===== src/rtl/lcd_cfg_target.sv =====
module lcd_cfg_target #(
  parameter logic [3:0] MFR_CODE    = 4'hC,
  parameter logic [3:0] REV_CODE    = 4'h7,
  parameter int         INIT_CYCLES = 16,
  parameter logic [7:0] UNLOCK_KEY  = 8'hAA,
  parameter logic [7:0] FBANK_BASE  = 8'h50,
  parameter int         FBANK_N     = 4
) (
  input  logic       clk,
  input  logic       rst_n,
  input  logic       wr_en,
  input  logic [7:0] wr_addr,
  input  logic [7:0] wr_data,
  input  logic       rd_en,
  output logic [7:0] rd_data
);
  localparam logic [7:0] A_DISP = 8'h01, A_KEYB = 8'h03, A_IFC = 8'h10, A_IMG = 8'h11;
  localparam logic [7:0] A_PTR = 8'h40, A_M50 = 8'h50, A_M53 = 8'h53, A_TRIG = 8'h54;
  localparam logic [7:0] A_STAT = 8'h55, A_M60 = 8'h60, A_CSUM = 8'h61, A_RDY = 8'h62;
  localparam logic [7:0] A_KEYA = 8'hAF, A_SCR = 8'hFE, A_ID = 8'hFF;
  localparam int CS_N = 6;
  localparam int FBW  = (FBANK_N > 1) ? $clog2(FBANK_N) : 1;
  localparam int IW   = $clog2(INIT_CYCLES + 1);

  logic [7:0] disp, ifc, img, m50, m53, m60, scr, keya, keyb, fac_ifc, fac_img;
  logic       trig;
  logic [7:0] fbank [FBANK_N];
  logic [7:0] ptr;
  logic       phase;
  logic       busy;
  logic [2:0] cs_idx;
  logic [7:0] cs_acc, csum;
  logic [IW-1:0] init_cnt;

  wire unlock_a = (keya == UNLOCK_KEY);
  wire unlock_b = (keyb == UNLOCK_KEY);
  wire init_done = (init_cnt == IW'(INIT_CYCLES));
  wire start = wr_en && wr_addr == A_TRIG && wr_data[0] && !trig && !busy;

  function automatic logic fb_hit(input logic [7:0] a);
    logic [8:0] off;
    off = {1'b0, a} - {1'b0, FBANK_BASE};
    return off < 9'(FBANK_N);
  endfunction

  function automatic logic [FBW-1:0] fb_idx(input logic [7:0] a);
    logic [7:0] off;
    off = a - FBANK_BASE;
    return off[FBW-1:0];
  endfunction

  function automatic logic [7:0] cs_val(input logic [2:0] i);
    case (i)
      3'd0:    return disp;
      3'd1:    return ifc;
      3'd2:    return img;
      3'd3:    return m50;
      3'd4:    return m53;
      default: return m60;
    endcase
  endfunction

  function automatic logic [7:0] rd_view(input logic [7:0] a);
    if (unlock_a && fb_hit(a)) return fbank[fb_idx(a)];
    if (unlock_b && a == A_IFC) return fac_ifc;
    if (unlock_b && a == A_IMG) return fac_img;
    case (a)
      A_DISP:  return disp;
      A_KEYB:  return keyb;
      A_IFC:   return ifc;
      A_IMG:   return img;
      A_PTR:   return ptr;
      A_M50:   return m50;
      A_M53:   return m53;
      A_TRIG:  return {7'd0, trig};
      A_STAT:  return {7'd0, busy};
      A_M60:   return m60;
      A_CSUM:  return csum;
      A_RDY:   return {7'd0, init_done};
      A_KEYA:  return keya;
      A_SCR:   return scr;
      A_ID:    return {MFR_CODE, REV_CODE};
      default: return 8'h00;
    endcase
  endfunction

  always_ff @(posedge clk or negedge rst_n) begin
    if (!rst_n) begin
      disp <= '0; ifc <= '0; img <= '0; m50 <= '0; m53 <= '0; m60 <= '0;
      scr <= '0; keya <= '0; keyb <= '0; fac_ifc <= '0; fac_img <= '0; trig <= 1'b0;
      for (int i = 0; i < FBANK_N; i++) fbank[i] <= '0;
    end else if (wr_en) begin
      if (unlock_a && fb_hit(wr_addr)) fbank[fb_idx(wr_addr)] <= wr_data;
      else if (unlock_b && wr_addr == A_IFC) fac_ifc <= wr_data & 8'hD7;
      else if (unlock_b && wr_addr == A_IMG) fac_img <= wr_data & 8'h7F;
      else begin
        case (wr_addr)
          A_DISP:  disp <= wr_data & 8'h11;
          A_KEYB:  keyb <= wr_data;
          A_IFC:   ifc  <= wr_data & 8'hF7;
          A_IMG:   img  <= wr_data & 8'h7F;
          A_M50:   m50  <= wr_data & 8'h11;
          A_M53:   m53  <= wr_data & 8'h73;
          A_TRIG:  trig <= wr_data[0];
          A_M60:   m60  <= wr_data & 8'h01;
          A_KEYA:  keya <= wr_data;
          A_SCR:   scr  <= wr_data;
          default: ;
        endcase
      end
    end
  end

  always_ff @(posedge clk or negedge rst_n) begin
    if (!rst_n) begin
      ptr <= '0; phase <= 1'b0; rd_data <= '0;
    end else if (wr_en && wr_addr == A_PTR) begin
      ptr <= wr_data; phase <= 1'b0;
    end else if (rd_en) begin
      rd_data <= phase ? rd_view(ptr) : ptr;
      phase   <= ~phase;
      if (phase) ptr <= ptr + 8'd1;
    end
  end

  always_ff @(posedge clk or negedge rst_n) begin
    if (!rst_n) begin
      busy <= 1'b0; cs_idx <= '0; cs_acc <= '0; csum <= '0;
    end else if (start) begin
      busy <= 1'b1; cs_idx <= '0; cs_acc <= '0;
    end else if (busy) begin
      cs_acc <= cs_acc ^ cs_val(cs_idx);
      cs_idx <= cs_idx + 3'd1;
      if (cs_idx == 3'(CS_N - 1)) begin
        busy <= 1'b0;
        csum <= cs_acc ^ cs_val(cs_idx);
      end
    end
  end

  always_ff @(posedge clk or negedge rst_n) begin
    if (!rst_n) init_cnt <= '0;
    else if (!init_done) init_cnt <= init_cnt + 1'b1;
  end

  a_r3_ptr_step: assert property (@(posedge clk) disable iff (!rst_n)
    rd_en && phase && !wr_en |=> ptr == $past(ptr) + 8'd1);
  a_r3_phase_flip: assert property (@(posedge clk) disable iff (!rst_n)
    rd_en && !wr_en |=> phase != $past(phase));
  a_r4_key_relock: assert property (@(posedge clk) disable iff (!rst_n)
    wr_en && wr_addr == A_KEYA && wr_data != UNLOCK_KEY |=> !unlock_a);
  a_r8_idx_range: assert property (@(posedge clk) disable iff (!rst_n)
    busy |-> cs_idx < 3'(CS_N));
  a_r9_id_fixed: assert property (@(posedge clk) disable iff (!rst_n)
    rd_en && !wr_en && phase && ptr == A_ID && !(unlock_a && fb_hit(A_ID))
    |=> rd_data == {MFR_CODE, REV_CODE});
endmodule


===== config.mk =====
export PLATFORM = sky130hd
export DESIGN_NAME = lcd_cfg_target
export DESIGN_NICKNAME = d
export VERILOG_FILES = /design/src/rtl/lcd_cfg_target.sv
export SDC_FILE = /design/constraint.sdc
export NUM_CORES = 1
export LEC_CHECK = 0
export BUFFER_PORTS_ARGS = -buffer_cell sky130_fd_sc_hd__clkbuf_2
export CORE_MARGIN = 2
export CORE_UTILIZATION = 50
export DETAILED_ROUTE_END_ITERATION = 8
export PLACE_DENSITY = 0.67
export SYNTH_ARGS = -nofsm -noshare
export SYNTH_HDL_FRONTEND = slang
export SYNTH_SLANG_ARGS = --single-unit

===== constraint.sdc =====
create_clock -name clk -period 5.4 [get_ports clk]
set_clock_uncertainty 0.2 [all_clocks]
set_input_delay 1.08 -clock clk [delete_from_list [all_inputs] [get_ports clk]]
set_output_delay 1.08 -clock clk [all_outputs]
set_load 0.005 [all_outputs]

==> flow_metrics.py <==
metrics = {
    "yosys": {
        "ys_seq_area_frac": 0.474,
        "synth-simple-area-share": 0.134,
        "synth_seq_cells": 136,
        "yosysWarnings": 0,
        "avgSynthCellArea_um2": 11.7,
        "synth-xor-area-share": 0.0244,
        "synthArstFlopShare": 1.00,
        "syn_area_mm2": 0.00719,
        "synth_top_family_by_area": "multiplexers",
        "synth-edff-count": 0,
        "netlist_instances": 614,
        "synthMuxAreaShare": 0.193,
        "synth_nets": 655,
        "synth_cell_types": 68,
        "yosys.area_share.adder": 0.0366,
        "synth_compound_area_frac": 0.108,
        "synth_ff_type": "dfrtp_1",
    },
    "setup_path": {
        "end_kind": "register",
        "arrival_ns": 3.43,
        "path_class": "register to register",
        "worstPathRequired_ns": 5.49,
        "worstPathMaxFanout": 14,
        "cp-start-kind": "register",
    },
    "pwr": {
        "power.switching_w": 0.00107,
        "seq_power_share": 0.416,
        "p_per_area_mw_per_mm2": 401,
        "p_leak_nw": 3.73,
        "ir_drop_v": 0.000226,
        "pwr-share-comb": 0.202,
        "p_int_w": 0.00215,
        "power.share.switching": 0.331,
        "p_clk_frac": 0.381,
    },
    "grt": {
        "grt_start_max_net_pins": 107,
        "track_usage": 0.273,
        "grt_first_pass_wirelength_mm": 30.7,
        "overflow": 0,
        "antenna_found_initial": 0,
        "grt_pass1_vias": 5431,
    },
    "route": {
        "ant_nets": 0,
        "first_pass_iters": 5,
        "finalWirelength_mm": 19.6,
        "wl_per_cell_um": 23.9,
        "drtIter0Drc": 548,
        "num_vias": 5382,
        "via_per_inst": 6.56,
        "drc": 0,
    },
    "hold_path": {
        "min_path_type": "register to register",
    },
    "clock_tree": {
        "clockBufferDepth": 2,
        "clk_latency_ns": 0.43,
        "cts_tree": "yes",
        "clkSlewWorstSetupHoldPaths_ns": 0.06,
        "htree_levels": 4,
        "clock_sinks": 136,
        "cts-root-buf": "clkbuf_16",
        "cts_buffers": 17,
        "cts_setup_buffers": 0,
        "cts_hold_buf": 0,
        "cts_resized": 0,
    },
    "finish": {
        "utilization": 0.576,
        "drive_gt1_frac": 0.289,
        "final_cell_mix": "dfrtp_1, mux2_2, nand2_1",
        "finalNetCount": 669,
        "syn_to_final_growth_pct": 11.6,
        "final_common_cell": "dfrtp_1",
        "n_antenna_cell": 0,
    },
    "timing": {
        "worst_slew_pin_slew_ns": 1.27,
        "finalCritPeriodShare": 0.619,
        "max_freq_mhz": 299,
        "grt_setup_unrepaired": "no",
        "hold_viol_final": 0,
        "worst_slack_ns": 2.06,
        "min_period_ns": 3.34,
        "slew_headroom": 0.147,
        "setup_viol": 0,
        "slew_violations": 0,
        "setup_tns_ns": 0,
    },
    "floorplan": {
        "io_pins": 28,
        "design.die.area_mm2": 0.0153,
        "die_width_um": 124,
        "initial_utilization": 0.516,
        "die_h_um": 124,
        "core_mm2": 0.0139,
        "rows": 43,
    },
    "job": {
        "max_cap_viol_count": 0,
    },
    "place": {
        "pre_cts_ws_ns": 1.80,
        "gp_congestion": 0.961,
        "portBuffers": 27,
        "hpwl_mm": 13.9,
    },
    "outcome": {
        "status": "finished, final reports clean",
    },
}
-- path summary, 6_finish.rpt --
| kind | startpoint | end | slack [ns] | cells after the start |
|---|---|---|---|---|
| max in group asynchronous | rst_n | fac_ifc[2] | 3.41 | 2 |
| min in group asynchronous | rst_n | ptr[7] | 0.56 | 1 |
| worst min register to register | init_cnt[4] | init_cnt[4] | 0.29 | 1 |
| worst min-delay path | init_cnt[4] | init_cnt[4] | 0.29 | 1 |
| worst max register to register | ptr[1] | rd_data[0] | 2.06 | 8 |
| worst max-delay path | ptr[1] | rd_data[0] | 2.06 | 8 |
-- critical path: stages (launching register included) --
cell and delay [ns]:
dfrtp_1 0.73, inv_1 0.23, ha_1 0.27, nor3b_1 0.18, and3_1 0.43, or4_4 0.56
or3_1 0.41, o311ai_1 0.09, a31oi_1 0.12
-- kinds of logic after synthesis --
family          after synthesis
xor+xnor                     20
fa+ha+maj                    21
buf+inv                      51
simple gates                164
mux                         115
compound gates              107
flops                       136
-- power by group through the flow --
stage | clock network, W | registers, W | logic, W
2_1_floorplan | 0 | 0.00122 | 0.000527
3_3_place_gp | 0 | 0.00135 | 0.000621
3_5_place_dp | 0 | 0.00135 | 0.000636
4_1_cts | 0.00124 | 0.00133 | 0.000641
5_1_grt | 0.00129 | 0.00136 | 0.000717
6_report | 0.00123 | 0.00134 | 0.000651
-- Yosys cell counts, types with 8 or more instances --
| library cell | count | area share |
|---|---|---|
| dfrtp_1 | 136 | 0.47 |
| mux2_2 | 106 | 0.17 |
| nand2_1 | 39 | 0.020 |
| nand3_1 | 23 | 0.016 |
| o21ai_0 | 22 | 0.015 |
| clkbuf_1 | 21 | 0.011 |
| ha_1 | 21 | 0.037 |
| nor2_1 | 20 | 0.010 |
| inv_1 | 18 | 0.0094 |
| a21oi_1 | 16 | 0.011 |
| a22oi_1 | 14 | 0.015 |
| xnor2_1 | 12 | 0.015 |
| a22o_1 | 11 | 0.013 |
| and3_1 | 11 | 0.0096 |
| nor2b_1 | 10 | 0.0087 |
| and4_1 | 9 | 0.011 |
| mux4_2 | 8 | 0.025 |
| xor2_1 | 8 | 0.0098 |
-- cell type report --
class | instances | area (um^2)
timing repair buffer | 28 | 149
tap | 180 | 225
clock inverter | 15 | 191
sequential | 136 | 3400
fill | 1149 | 5910
multi-input combinational | 427 | 3560
inverter | 18 | 67.6
clock buffer | 17 | 425
-- through the flow --
stage / hold WS [ns] / instance area, um^2 / cells / power [W]
final: 0.291 / 8020 / 821 / 0.00322
after global routing: 0.307 / 8020 / 821 / 0.00336
after CTS: 0.301 / 8020 / 821 / 0.00322
after detailed placement: 0.290 / 7400 / 789 / 0.00199
after global placement: 0.262 / 7400 / 789 / 0.00197
after floorplan: 0.238 / 7190 / 614 / 0.00175
-- state kept, by name (all words and copies together), names as in the netlist, 3 cells and up --
signal	count
cs_acc	8
cs_idx	3
csum	8
fac_ifc	6
fac_img	7
fbank	32
ifc	7
img	7
init_cnt	5
keya	8
keyb	8
m53	5
ptr	8
rd_data	8
scr	8
-- routing by layer --
metal / wire (um) / global-route usage
met1: 8680 / 0.380
met3: 1330 / 0.0632
met4: 588 / 0.112
met2: 9050 / 0.414
met5: 0 / 0
Power figures use the tool's default switching activity.
